==> config.mk <==
export PLATFORM = sky130hd
export DESIGN_NAME = ddr3_wr_burst_seq
export DESIGN_NICKNAME = d
export VERILOG_FILES = /design/src/rtl/wrs_pkg.sv /design/src/rtl/wrs_req_store.sv /design/src/rtl/wrs_ctrl.sv /design/src/rtl/ddr3_wr_burst_seq.sv
export SDC_FILE = /design/constraint.sdc
export NUM_CORES = 1
export LEC_CHECK = 0
export BUFFER_PORTS_ARGS = -buffer_cell sky130_fd_sc_hd__clkbuf_2
export CORE_MARGIN = 3
export CORE_UTILIZATION = 35
export DETAILED_ROUTE_END_ITERATION = 10
export GPL_ROUTABILITY_DRIVEN = 0
export PLACE_DENSITY_LB_ADDON = 0.05
export SYNTH_ARGS = -nofsm -noshare
export SYNTH_HDL_FRONTEND = slang
export SYNTH_SLANG_ARGS = --single-unit
==> constraint.sdc <==
create_clock -name clk -period 1.6 [get_ports clk]
set_input_delay 0.16 -clock clk [delete_from_list [all_inputs] [get_ports clk]]
set_output_delay 0.16 -clock clk [all_outputs]
set_load 0.005 [all_outputs]
==> src/rtl/wrs_pkg.sv <==
package wrs_pkg;

    typedef enum logic [2:0] {
        ST_IDLE,
        ST_CMD,
        ST_LAT,
        ST_PRE,
        ST_DATA,
        ST_RECOV
    } wrs_state_e;

    typedef enum logic [1:0] {
        CMD_NOP   = 2'b00,
        CMD_WRITE = 2'b01
    } wrs_cmd_e;

    localparam int BURST_WORDS = 8;
    localparam int IDX_W       = 2;

endpackage

==> src/rtl/wrs_req_store.sv <==
module wrs_req_store
    import wrs_pkg::*;
#(
    parameter int BANK_W = 3,
    parameter int COL_W  = 10,
    parameter int DATA_W = 8
) (
    input  logic                          clk,
    input  logic                          rst_n,
    input  logic                          load,
    input  logic [BANK_W-1:0]             bank_in,
    input  logic [COL_W-1:0]              col_in,
    input  logic                          a12_in,
    input  logic [BURST_WORDS*DATA_W-1:0] data_in,
    input  logic [IDX_W-1:0]              cyc_idx,
    output logic [BANK_W-1:0]             bank_q,
    output logic [COL_W-1:0]              col_q,
    output logic                          a12_q,
    output logic [DATA_W-1:0]             word_even,
    output logic [DATA_W-1:0]             word_odd
);

    localparam int WSEL_W = IDX_W + 1;

    logic [BURST_WORDS*DATA_W-1:0] data_q;
    logic [DATA_W-1:0]             words [BURST_WORDS];

    always_ff @(posedge clk or negedge rst_n) begin
        if (!rst_n) begin
            bank_q <= '0;
            col_q  <= '0;
            a12_q  <= 1'b0;
            data_q <= '0;
        end else if (load) begin
            bank_q <= bank_in;
            col_q  <= col_in;
            a12_q  <= a12_in;
            data_q <= data_in;
        end
    end

    for (genvar g = 0; g < BURST_WORDS; g++) begin : g_unpack
        assign words[g] = data_q[g*DATA_W +: DATA_W];
    end

    always_comb begin
        word_even = words[WSEL_W'({cyc_idx, 1'b0})];
        word_odd  = words[WSEL_W'({cyc_idx, 1'b1})];
    end

endmodule

==> src/rtl/wrs_ctrl.sv <==
module wrs_ctrl
    import wrs_pkg::*;
#(
    parameter int WL_CYC  = 5,
    parameter int TWR_CYC = 4
) (
    input  logic             clk,
    input  logic             rst_n,
    input  logic             req_valid,
    input  logic             chop_in,
    output logic             req_ready,
    output logic             load,
    output logic             cmd_write,
    output logic             dqs_oe,
    output logic             dqs_hi_ph0,
    output logic             beat_vld,
    output logic [IDX_W-1:0] beat_idx,
    output logic             pre_allowed
);

    localparam int CNT_MAX  = (WL_CYC > TWR_CYC) ? WL_CYC : TWR_CYC;
    localparam int CNT_W    = $clog2(CNT_MAX + 1);
    localparam int LAT_LOAD = WL_CYC - 3;
    localparam int REC_LOAD = TWR_CYC - 1;

    wrs_state_e       st_q, st_d;
    logic [CNT_W-1:0] cnt_q;
    logic [IDX_W-1:0] beat_q;
    logic             chop_q;
    logic             post_q;
    logic [IDX_W-1:0] last_idx;

    assign last_idx = chop_q ? IDX_W'(1) : IDX_W'(3);

    // state register
    always_ff @(posedge clk or negedge rst_n) begin
        if (!rst_n) st_q <= ST_IDLE;
        else        st_q <= st_d;
    end

    always_comb begin
        st_d = st_q;
        unique case (st_q)
            ST_IDLE:  if (req_valid)          st_d = ST_CMD;
            ST_CMD:                           st_d = ST_LAT;
            ST_LAT:   if (cnt_q == '0)        st_d = ST_PRE;
            ST_PRE:                           st_d = ST_DATA;
            ST_DATA:  if (beat_q == last_idx) st_d = ST_RECOV;
            ST_RECOV: if (cnt_q == '0)        st_d = ST_IDLE;
            default:                          st_d = ST_IDLE;
        endcase
    end

    // counters and burst attributes
    always_ff @(posedge clk or negedge rst_n) begin
        if (!rst_n) begin
            cnt_q  <= '0;
            beat_q <= '0;
            chop_q <= 1'b0;
            post_q <= 1'b0;
        end else begin
            unique case (st_q)
                ST_IDLE:  if (req_valid) chop_q <= chop_in;
                ST_CMD:   cnt_q <= CNT_W'(LAT_LOAD);
                ST_LAT:   if (cnt_q != '0) cnt_q <= cnt_q - 1'b1;
                ST_PRE:   beat_q <= '0;
                ST_DATA: begin
                    if (beat_q == last_idx) begin
                        cnt_q  <= CNT_W'(REC_LOAD);
                        post_q <= 1'b1;
                    end else begin
                        beat_q <= beat_q + 1'b1;
                    end
                end
                ST_RECOV: begin
                    post_q <= 1'b0;
                    if (cnt_q != '0) cnt_q <= cnt_q - 1'b1;
                end
                default: ;
            endcase
        end
    end

    // outputs
    always_comb begin
        req_ready   = (st_q == ST_IDLE);
        pre_allowed = (st_q == ST_IDLE);
        load        = (st_q == ST_IDLE) && req_valid;
        cmd_write   = (st_q == ST_CMD);
        beat_vld    = (st_q == ST_DATA);
        beat_idx    = beat_q;
        dqs_hi_ph0  = (st_q == ST_PRE) || (st_q == ST_DATA);
        dqs_oe      = dqs_hi_ph0 || ((st_q == ST_RECOV) && post_q);
    end

    // checker: length of the current run of data cycles
    logic [2:0] run_q;
    always_ff @(posedge clk or negedge rst_n) begin
        if (!rst_n)        run_q <= '0;
        else if (beat_vld) run_q <= run_q + 1'b1;
        else               run_q <= '0;
    end


    write_pulse_chk: assert property (@(posedge clk) disable iff (!rst_n)
        cmd_write |=> (!cmd_write && !req_ready));


    preamble_chk: assert property (@(posedge clk) disable iff (!rst_n)
        $rose(beat_vld) |-> $past(dqs_oe && dqs_hi_ph0));


    postamble_chk: assert property (@(posedge clk) disable iff (!rst_n)
        $fell(beat_vld) |-> (dqs_oe && !dqs_hi_ph0));


    burst_len_chk: assert property (@(posedge clk) disable iff (!rst_n)
        $fell(beat_vld) |-> (run_q == (chop_q ? 3'd2 : 3'd4)));


    recov_block_chk: assert property (@(posedge clk) disable iff (!rst_n)
        load |=> !pre_allowed);

endmodule

==> src/rtl/ddr3_wr_burst_seq.sv <==
module ddr3_wr_burst_seq
    import wrs_pkg::*;
#(
    parameter int BANK_W  = 3,
    parameter int COL_W   = 10,
    parameter int DATA_W  = 8,
    parameter int WL_CYC  = 5,
    parameter int TWR_CYC = 4
) (
    input  logic                          clk,
    input  logic                          rst_n,
    input  logic                          otf_en,
    input  logic                          req_valid,
    output logic                          req_ready,
    input  logic [BANK_W-1:0]             req_bank,
    input  logic [COL_W-1:0]              req_col,
    input  logic                          req_a12,
    input  logic [BURST_WORDS*DATA_W-1:0] req_data,
    output logic [1:0]                    cmd_code,
    output logic [BANK_W-1:0]             cmd_bank,
    output logic [COL_W-1:0]              cmd_col,
    output logic                          cmd_a12,
    output logic                          dqs_oe,
    output logic                          dqs_hi_ph0,
    output logic [DATA_W-1:0]             dq_ph0,
    output logic [DATA_W-1:0]             dq_ph1,
    output logic                          dq_vld_ph0,
    output logic                          dq_vld_ph1,
    output logic                          pre_allowed
);

    logic             load;
    logic             cmd_write;
    logic             beat_vld;
    logic [IDX_W-1:0] beat_idx;
    logic [BANK_W-1:0] bank_q;
    logic [COL_W-1:0]  col_q;
    logic              a12_q;
    logic [DATA_W-1:0] word_even;
    logic [DATA_W-1:0] word_odd;
    logic              chop_sel;

    assign chop_sel = otf_en && !req_a12;

    wrs_ctrl #(
        .WL_CYC  (WL_CYC),
        .TWR_CYC (TWR_CYC)
    ) u_ctrl (
        .clk         (clk),
        .rst_n       (rst_n),
        .req_valid   (req_valid),
        .chop_in     (chop_sel),
        .req_ready   (req_ready),
        .load        (load),
        .cmd_write   (cmd_write),
        .dqs_oe      (dqs_oe),
        .dqs_hi_ph0  (dqs_hi_ph0),
        .beat_vld    (beat_vld),
        .beat_idx    (beat_idx),
        .pre_allowed (pre_allowed)
    );

    wrs_req_store #(
        .BANK_W (BANK_W),
        .COL_W  (COL_W),
        .DATA_W (DATA_W)
    ) u_store (
        .clk       (clk),
        .rst_n     (rst_n),
        .load      (load),
        .bank_in   (req_bank),
        .col_in    (req_col),
        .a12_in    (req_a12),
        .data_in   (req_data),
        .cyc_idx   (beat_idx),
        .bank_q    (bank_q),
        .col_q     (col_q),
        .a12_q     (a12_q),
        .word_even (word_even),
        .word_odd  (word_odd)
    );

    always_comb begin
        cmd_code   = cmd_write ? CMD_WRITE : CMD_NOP;
        cmd_bank   = cmd_write ? bank_q : '0;
        cmd_col    = cmd_write ? col_q  : '0;
        cmd_a12    = cmd_write ? a12_q  : 1'b0;
        dq_ph0     = beat_vld ? word_even : '0;
        dq_ph1     = beat_vld ? word_odd  : '0;
        dq_vld_ph0 = beat_vld;
        dq_vld_ph1 = beat_vld;
    end


    data_only_driven_chk: assert property (@(posedge clk) disable iff (!rst_n)
        dq_vld_ph0 |-> dqs_oe);


    no_write_while_busy_chk: assert property (@(posedge clk) disable iff (!rst_n)
        (cmd_code == CMD_WRITE) |-> $past(req_ready && req_valid));

endmodule

==> results of run 1 <==
==> cell usage after synthesis (3+ instances only) <==
| cell type | instances |
|---|---|
| buf_2 | 6 |
| nand2_1 | 5 |
| mux2_2 | 71 |
| a21oi_1 | 5 |
| buf_6 | 8 |
| nor2_1 | 3 |
| nor2b_1 | 18 |
| inv_1 | 8 |
| dfrtp_1 | 88 |
| and2_1 | 14 |
| mux4_2 | 16 |
| buf_4 | 5 |
| mux2_1 | 7 |
| o21ai_0 | 6 |
==> critical path: cells and delay by family, from the launching register on <==
family                 cells  cell delay, ns
and+or+nand+nor            2            0.59
DFF                        1            0.44
buffers and inverters      2            0.34
==> through the flow <==
stage	hold WS [ns]	power, W
finish	0.0478	0.0131
detailed placement	0.248	0.00817
CTS	0.0270	0.0125
global placement	0.247	0.00808
global route	0.0312	0.0139
floorplan	-0.136	0.00683
==> layout make-up <==
type                       count  area, um2
fill                         952       5000
sequential                    88       2210
multi-input combinational    167       2140
timing repair buffer         180       1540
clock buffer                   9        225
tap                          143        179
clock inverter                 6        133
inverter                       8       35.0
==> where the power goes <==
part           internal [W]  switching [W]  total [W]
Sequential          0.00336       0.000645    0.00400
Clock               0.00167       0.000856    0.00253
Combinational       0.00447        0.00215    0.00662
==> cells by family after synthesis <==
logic type,Yosys count,share of synthesized area
DFF,88,0.533
adders and majority gates,2,0.00606
xor gates and xnor gates,2,0.00424
AOI/OAI and AO/OA,21,0.0345
and+or+nand+nor,46,0.0703
muxes,95,0.302
buffers and inverters,30,0.0482
other,1,0.000908
==> timing repair <==
| action | 4_1_cts | 5_1_grt |
|---|---|---|
| setup endpoints to repair | 67 | 118 |
| buffers inserted | 21 | 12 |
| cloned | 7 | 2 |
| endpoints found under the hold margin | 88 | 0 |
| pin swaps | 18 | 7 |
| gates resized for setup | 101 | 81 |
| hold buffers | 1 | 0 |
==> flip-flops by register name, summed over array words and instances (netlist names) <==
name,flops
u_store.a12_q,1
u_ctrl.post_q,1
u_ctrl.chop_q,1
u_store.col_q,10
u_store.bank_q,3
u_store.data_q,64
u_ctrl.st_q,3
u_ctrl.beat_idx,2
u_ctrl.cnt_q,3
==> metal layers <==
layer  vias up  GRT usage  wire length [um]
met1      1482      0.215              4710
met3        23     0.0523               648
met2        97      0.265              5290
met5         -          0                 0
met4         0     0.0578               269
li1       1351          -                 -
==> final timing paths <==
path | start | to | slack, ns | cells after the start
worst max-delay path | u_ctrl.st_q[1]$_DFFE_PN0P_ | dq_ph1[4] | -0.27 | 4
worst min-delay path | req_col[1] | u_store.col_q[1]$_DFFE_PN0P_ | 0.05 | 2
worst max register to register | u_ctrl.st_q[1]$_DFFE_PN0P_ | u_store.data_q[56]$_DFFE_PN0P_ | -0.22 | 7
worst min register to register | u_store.data_q[34]$_DFFE_PN0P_ | u_store.data_q[34]$_DFFE_PN0P_ | 0.50 | 1
max in group asynchronous | rst_n | u_ctrl.st_q[1]$_DFFE_PN0P_ | 0.80 | 3
min in group asynchronous | rst_n | u_store.data_q[0]$_DFFE_PN0P_ | 0.41 | 3
==> summary.md, run 1 <==
| Metric | Value |
|---|---|
| Status | finished with violations |
| Failing checks | negative setup slack |
| Fmax | approximately 540 MHz |
| Synthesis-to-finish area growth | 56.5% |
| I/O pins | 120 |
| Area of the core | between 10000 and 15000 um2 |
| Mapped Area | about 4100 um2 |
| GRT Total Usage | 0.167 |
| First-pass GRT wire length | 16600 um |
| Slowest stage delay, CP | roughly 0.44 ns |
| Number of synthesis warnings | 0 |
| Slowest CP cell | dfrtp_2 |
| Ant diodes | 0 |
| Root buf cell | clkbuf_16 |
| Post-Syn Nets | approximately 370 |
| Grt total ovfl | 0 |
| I/O Buffers | approximately 120 |
| Remaining antenna violation count after routing | 0 |
| Type of element launching the critical path | flip-flop |
| Worst-path maximum fanout | 9 |
| Final critical-path share of the clock period | 1.17 |
| Chip width | roughly 110 um |
| Crit path kind | reg2out |
| Pin count of the biggest net entering global routing | a little under 90 |
| Number of flops mapped to enable cells by yosys | 0 |
| TritonCTS Buffers | 9 |
| WL final | about 11000 um |
| Hpwl dp | ~6300 um |
| Sequential area share after synthesis | 0.533 |
| CP endpoint kind | primary output |
| H-tree depth | 3 |
| Tightest Hold Check Type | in2reg |
| Worst EP required | 1.44 ns |
| Final cell count without fillers | about 600 |
| Placement Rows | 39 |
| Placement Setup Slack | -0.0225 ns |
| Clock net sink count | just under 90 |
| Final hold violation count | 0 |
| Critical Path AT | 1.71 ns |
| Vias per Instance | 4.91 |
| Syn Inst Count | about 290 |
| MaxCap Viol Count | 0 |
| Initial Util | 0.360 |
| Height of the die | ~110 um |
| Area leader, netlist | dfrtp_1 |
| Yosys reg bits | slightly below 90 |
| Number of DRC violations after detailed-routing iteration 0 | between 100 and 150 |
| Worst-skew pair later-pin latency | approximately 0.34 ns |
| Fin. max-slew vios | 0 |
| Pre-antenna DRT Iters | 4 |
| CTS max path bufs | 2 |
| Via count | a little under 3000 |
| DR DRC count | 0 |
| Initial antenna violation count | 0 |
| Async set or reset register ratio after synthesis | 1.00 |
| RSZ-0062 raised after global routing | yes |
| Most used DFF post-synth | dfrtp_1 |
| Area fraction of the dominant cell type after synthesis | 0.533 |
| Final core utilization | 0.564 |
| Worst Slack Setup Final | -0.268 ns |
| Layout Nets | between 500 and 600 |
| Share of layout cells above drive strength 1 | 0.701 |
| Vias in the first global route | roughly 3200 |
| Top cells by area, synth | dfrtp_1 (53%), mux2_2 (19%), mux4_2 (8.7%) |
| Min cycle time layout | between 1.5 and 2 ns |
| Distinct cell type count after synthesis | 35 |
| Wire length per cell | approximately 18 um |
| Finished layout cell area | between 6000 and 7000 um2 |
| CP Cell Sequence | or3b_4 > buf_4 > nor2b_1 > clkbuf_2 |
| P per Cell Area | between 2000 and 2500 nW/um2 |
| Placed cells | around 550 |
| Clock skew | 0.00411 ns |
| Die area | ~13000 um2 |
| Lkg Pwr | approximately 3.1 nW |
| Setup_tns | -18.87 ns |
| DP Area | ~5000 um2 |
| Most common cell after layout, fill and taps aside | clkbuf_2 |
| CTS clk-pin slew, worst paths | roughly 0.06 ns |
| Setup Viol. Count Final | 118 |
| Peak VDD IR | between 0.9 and 1 mV |
| CTS tree | yes |
| Avg Inst Size Synth | between 10 and 15 um2 |
| Most frequent cells in the layout | clkbuf_2 (97), dfrtp_1 (85), mux2_4 (78) |
Power figures use the tool's default switching activity.
==> run 2: changes to the inputs <==
--- a/config.mk
+++ b/config.mk
@@ -5,10 +5,12 @@
 export SDC_FILE = /design/constraint.sdc
 export NUM_CORES = 1
 export LEC_CHECK = 0
-export BUFFER_PORTS_ARGS = -buffer_cell sky130_fd_sc_hd__clkbuf_2
-export CORE_MARGIN = 3
+export CELL_PAD_IN_SITES_DETAIL_PLACEMENT = 0
+export CELL_PAD_IN_SITES_GLOBAL_PLACEMENT = 1
+export CORE_MARGIN = 8
 export CORE_UTILIZATION = 35
 export DETAILED_ROUTE_END_ITERATION = 10
+export DONT_BUFFER_PORTS = 1
 export GPL_ROUTABILITY_DRIVEN = 0
 export PLACE_DENSITY_LB_ADDON = 0.05
 export SYNTH_ARGS = -nofsm -noshare
==> run 2 against run 1 <==
  * Critical path type is now reg2reg
  * Critical endpoint is now u_store.data_q[10]$_DFFE_PN0P_
  * Clock power shrank 15%
  * The run ends with negative hold slack, negative setup slack left
  * Setup slack improved by 0.054 ns
  * Fmax is 3.0% higher
  * Non-clock buffer count shrank 42
  * Final cell count down 6.8%
  * Critical path depth grew 2
  * Sequential share of layout area shrank 0.61 points
  * Die area grew 18%
==> summary.md, run 2 (synthesis gave the netlist of run 1 again) <==
| Metric | Value |
|---|---|
| Status | finished with violations |
| Failing checks | negative hold slack, negative setup slack |
| Ant diodes | 0 (unchanged) |
| Largest register FFs | 64 (unchanged) |
| Vias per Instance | 4.95 (+0.78%) |
| Initial antenna violation count | 0 (unchanged) |
| Min cycle time layout | 1.81 ns (-0.0541 ns) |
| Final hold violation count | 88 (+88) |
| CTS clk-pin slew, worst paths | 0.06 ns (about the same) |
| First-pass GRT wire length | 17800 um (+7.2%) |
| WL final | 11600 um (+6.0%) |
| Tightest Hold Check Type | in2async |
| Layout Nets | 496 (-7.8%) |
| Peak VDD IR | 1.24 mV (+28%) |
| Root buf cell | clkbuf_16 |
| Top delay family on crit path | buffers and inverters |
| Number of DRC violations after detailed-routing iteration 0 | 117 (-6.4%) |
| Final critical-path share of the clock period | 1.13 (-0.0338) |
| Chip width | 125 um (+8.7%) |
| Vias in the first global route | 3157 (-0.35%) |
| MaxCap Viol Count | 0 (unchanged) |
| Grt total ovfl | 0 (unchanged) |
| H-tree depth | 3 (unchanged) |
| Fmax | 551 MHz (+3.0%) |
| P per Cell Area | 1920 nW/um2 (-5.4%) |
| Final core utilization | 0.574 (+0.0106) |
| Most common cell after layout, fill and taps aside | dfrtp_1 |
| Fin. max-slew vios | 0 (unchanged) |
| Share of layout cells above drive strength 1 | 0.513 (-0.188) |
| DR DRC count | 0 (unchanged) |
| Clock skew | 0.00441 ns (+0.000297 ns) |
| CTS tree | yes |
| Placement Rows | 39 (unchanged) |
| Area of the core | 11500 um2 (unchanged) |
| Hold buffers post-CTS | 79 (+78) |
| Multi-input combinational cell area | 2250 um2 (+5.1%) |
| Worst hold slack | -0.495 ns (-0.543 ns) |
| RSZ-0062 raised after global routing | yes |
| Worst-path maximum fanout | 7 (-2) |
| Pin count of the biggest net entering global routing | 89 (unchanged) |
| Storage element area | 2210 um2 (about the same) |
| Synthesis-to-finish area growth | 59.5% |
| Crit path kind | reg2reg |
| Initial Util | 0.360 (unchanged) |
| Pre-antenna DRT Iters | 4 (unchanged) |
| Placed cells | 430 (-22%) |
| CTS max path bufs | 2 (unchanged) |
| CP Cell Sequence | buf_6 > nor4b_4 > buf_6 > buf_12 > buf_12 > mux2_4 |
| Remaining antenna violation count after routing | 0 (unchanged) |
| I/O pins | 120 (unchanged) |
| Worst-skew pair later-pin latency | 0.34 ns (about the same) |
| Die area | 15500 um2 (+18%) |
| Type of element launching the critical path | flip-flop |
| WP buf/inv | 4 (+2) |
| Critical Path AT | 2.04 ns (+0.33 ns) |
| I/O Buffers | 0 (-100%) |
| GRT Total Usage | 0.145 (-0.0219) |
| Slowest stage delay, CP | 0.44 ns (about the same) |
| Hpwl dp | 6520 um (+3.2%) |
| Via count | 2773 (-6.1%) |
| Slowest CP cell | dfrtp_2 |
| Worst Slack Setup Final | -0.214 ns (+0.0541 ns) |
| Height of the die | 125 um (+8.7%) |
| Final cell count without fillers | 560 (-6.8%) |
| Wire length per cell | 20.7 um (+14%) |
| TritonCTS Buffers | 9 (unchanged) |
| Fillers | 921 (-3.3%) |
| CP endpoint kind | flip-flop |
| Most frequent cells in the layout | dfrtp_1 (84), dlygate4sd3_1 (79), mux2_4 (78) |
| Lkg Pwr | 2.90 nW (-5.6%) |
| Setup Viol. Count Final | 114 (-3.4%) |
| Clock net sink count | 88 (unchanged) |
| Placement Setup Slack | -0.00796 ns (+0.0146 ns) |
| Reg with most FFs | u_store.data_q |
| Worst EP required | 1.82 ns (+0.38 ns) |
| Top Registers | u_store.data_q: 64 flops, u_store.col_q: 10 flops |
run 2: worst register-to-register path, stage by stage, from the launching register on:
cell and delay [ns]:
dfrtp_2 0.44, buf_6 0.13, nor4b_4 0.31, buf_6 0.23, buf_12 0.15, buf_12 0.13
mux2_4 0.31
run 2: per-stage QoR:
stage	power [W]	setup TNS, ns	cell area (um2)	hold slack (ns)
after floorplan	0.00683	-2.63	4140	-0.136
after global placement	0.00763	-0.0359	4380	-0.133
after detailed placement	0.00768	-0.0126	4380	-0.132
after CTS	0.0120	-13.20	6230	-0.513
after global routing	0.0134	-20.45	6590	-0.519
final	0.0127	-15.51	6590	-0.495
run 2: final timing paths:
path,start,end,slack [ns],cells past startpoint
worst min-delay path,rst_n,u_store.data_q[3]$_DFFE_PN0P_,-0.50,0
worst min register to register,u_ctrl.cnt_q[2]$_DFFE_PN0P_,u_ctrl.cnt_q[2]$_DFFE_PN0P_,0.49,2
worst max-delay path,u_ctrl.st_q[1]$_DFFE_PN0P_,u_store.data_q[10]$_DFFE_PN0P_,-0.21,6
max in group asynchronous,rst_n,u_ctrl.cnt_q[1]$_DFFE_PN0P_,1.94,0
min in group clk,req_valid,u_ctrl.st_q[0]$_DFFE_PN0P_,0.12,2
worst max register to register,u_ctrl.st_q[1]$_DFFE_PN0P_,u_store.data_q[10]$_DFFE_PN0P_,-0.21,6
run 2: where the power goes:
part / total, W / switching [W] / internal (W) / leakage [nW]
Sequential: 0.00401 / 0.000656 / 0.00336 / 1.04
Clock: 0.00215 / 0.000855 / 0.00129 / 0.150
Combinational: 0.00650 / 0.00211 / 0.00439 / 1.71
run 2: area by class of cell:
class | instances | area share
clock inverter | 3 | 0.00608
multi-input combinational | 167 | 0.342
timing repair buffer | 138 | 0.245
inverter | 8 | 0.00532
tap | 143 | 0.0272
sequential | 88 | 0.335
clock buffer | 13 | 0.0395
run 2: metal layers:
| layer | vias to the layer above | track usage | share of wire |
|---|---|---|---|
| li1 | 1275 | - | - |
| met1 | 1413 | 0.177 | 0.45 |
| met2 | 75 | 0.227 | 0.48 |
| met3 | 10 | 0.0647 | 0.063 |
| met4 | 0 | 0.0390 | 0.011 |
| met5 | - | 0 | 0 |
run 2: repair_timing:
action                                  in CTS  in global routing
endpoints found under the setup margin      71                119
hold endpoints to repair                   167                 88
gates cloned                                 7                  6
gates resized for setup                    140                 43
setup buffers                               16                 11
pin swaps                                   19                  5
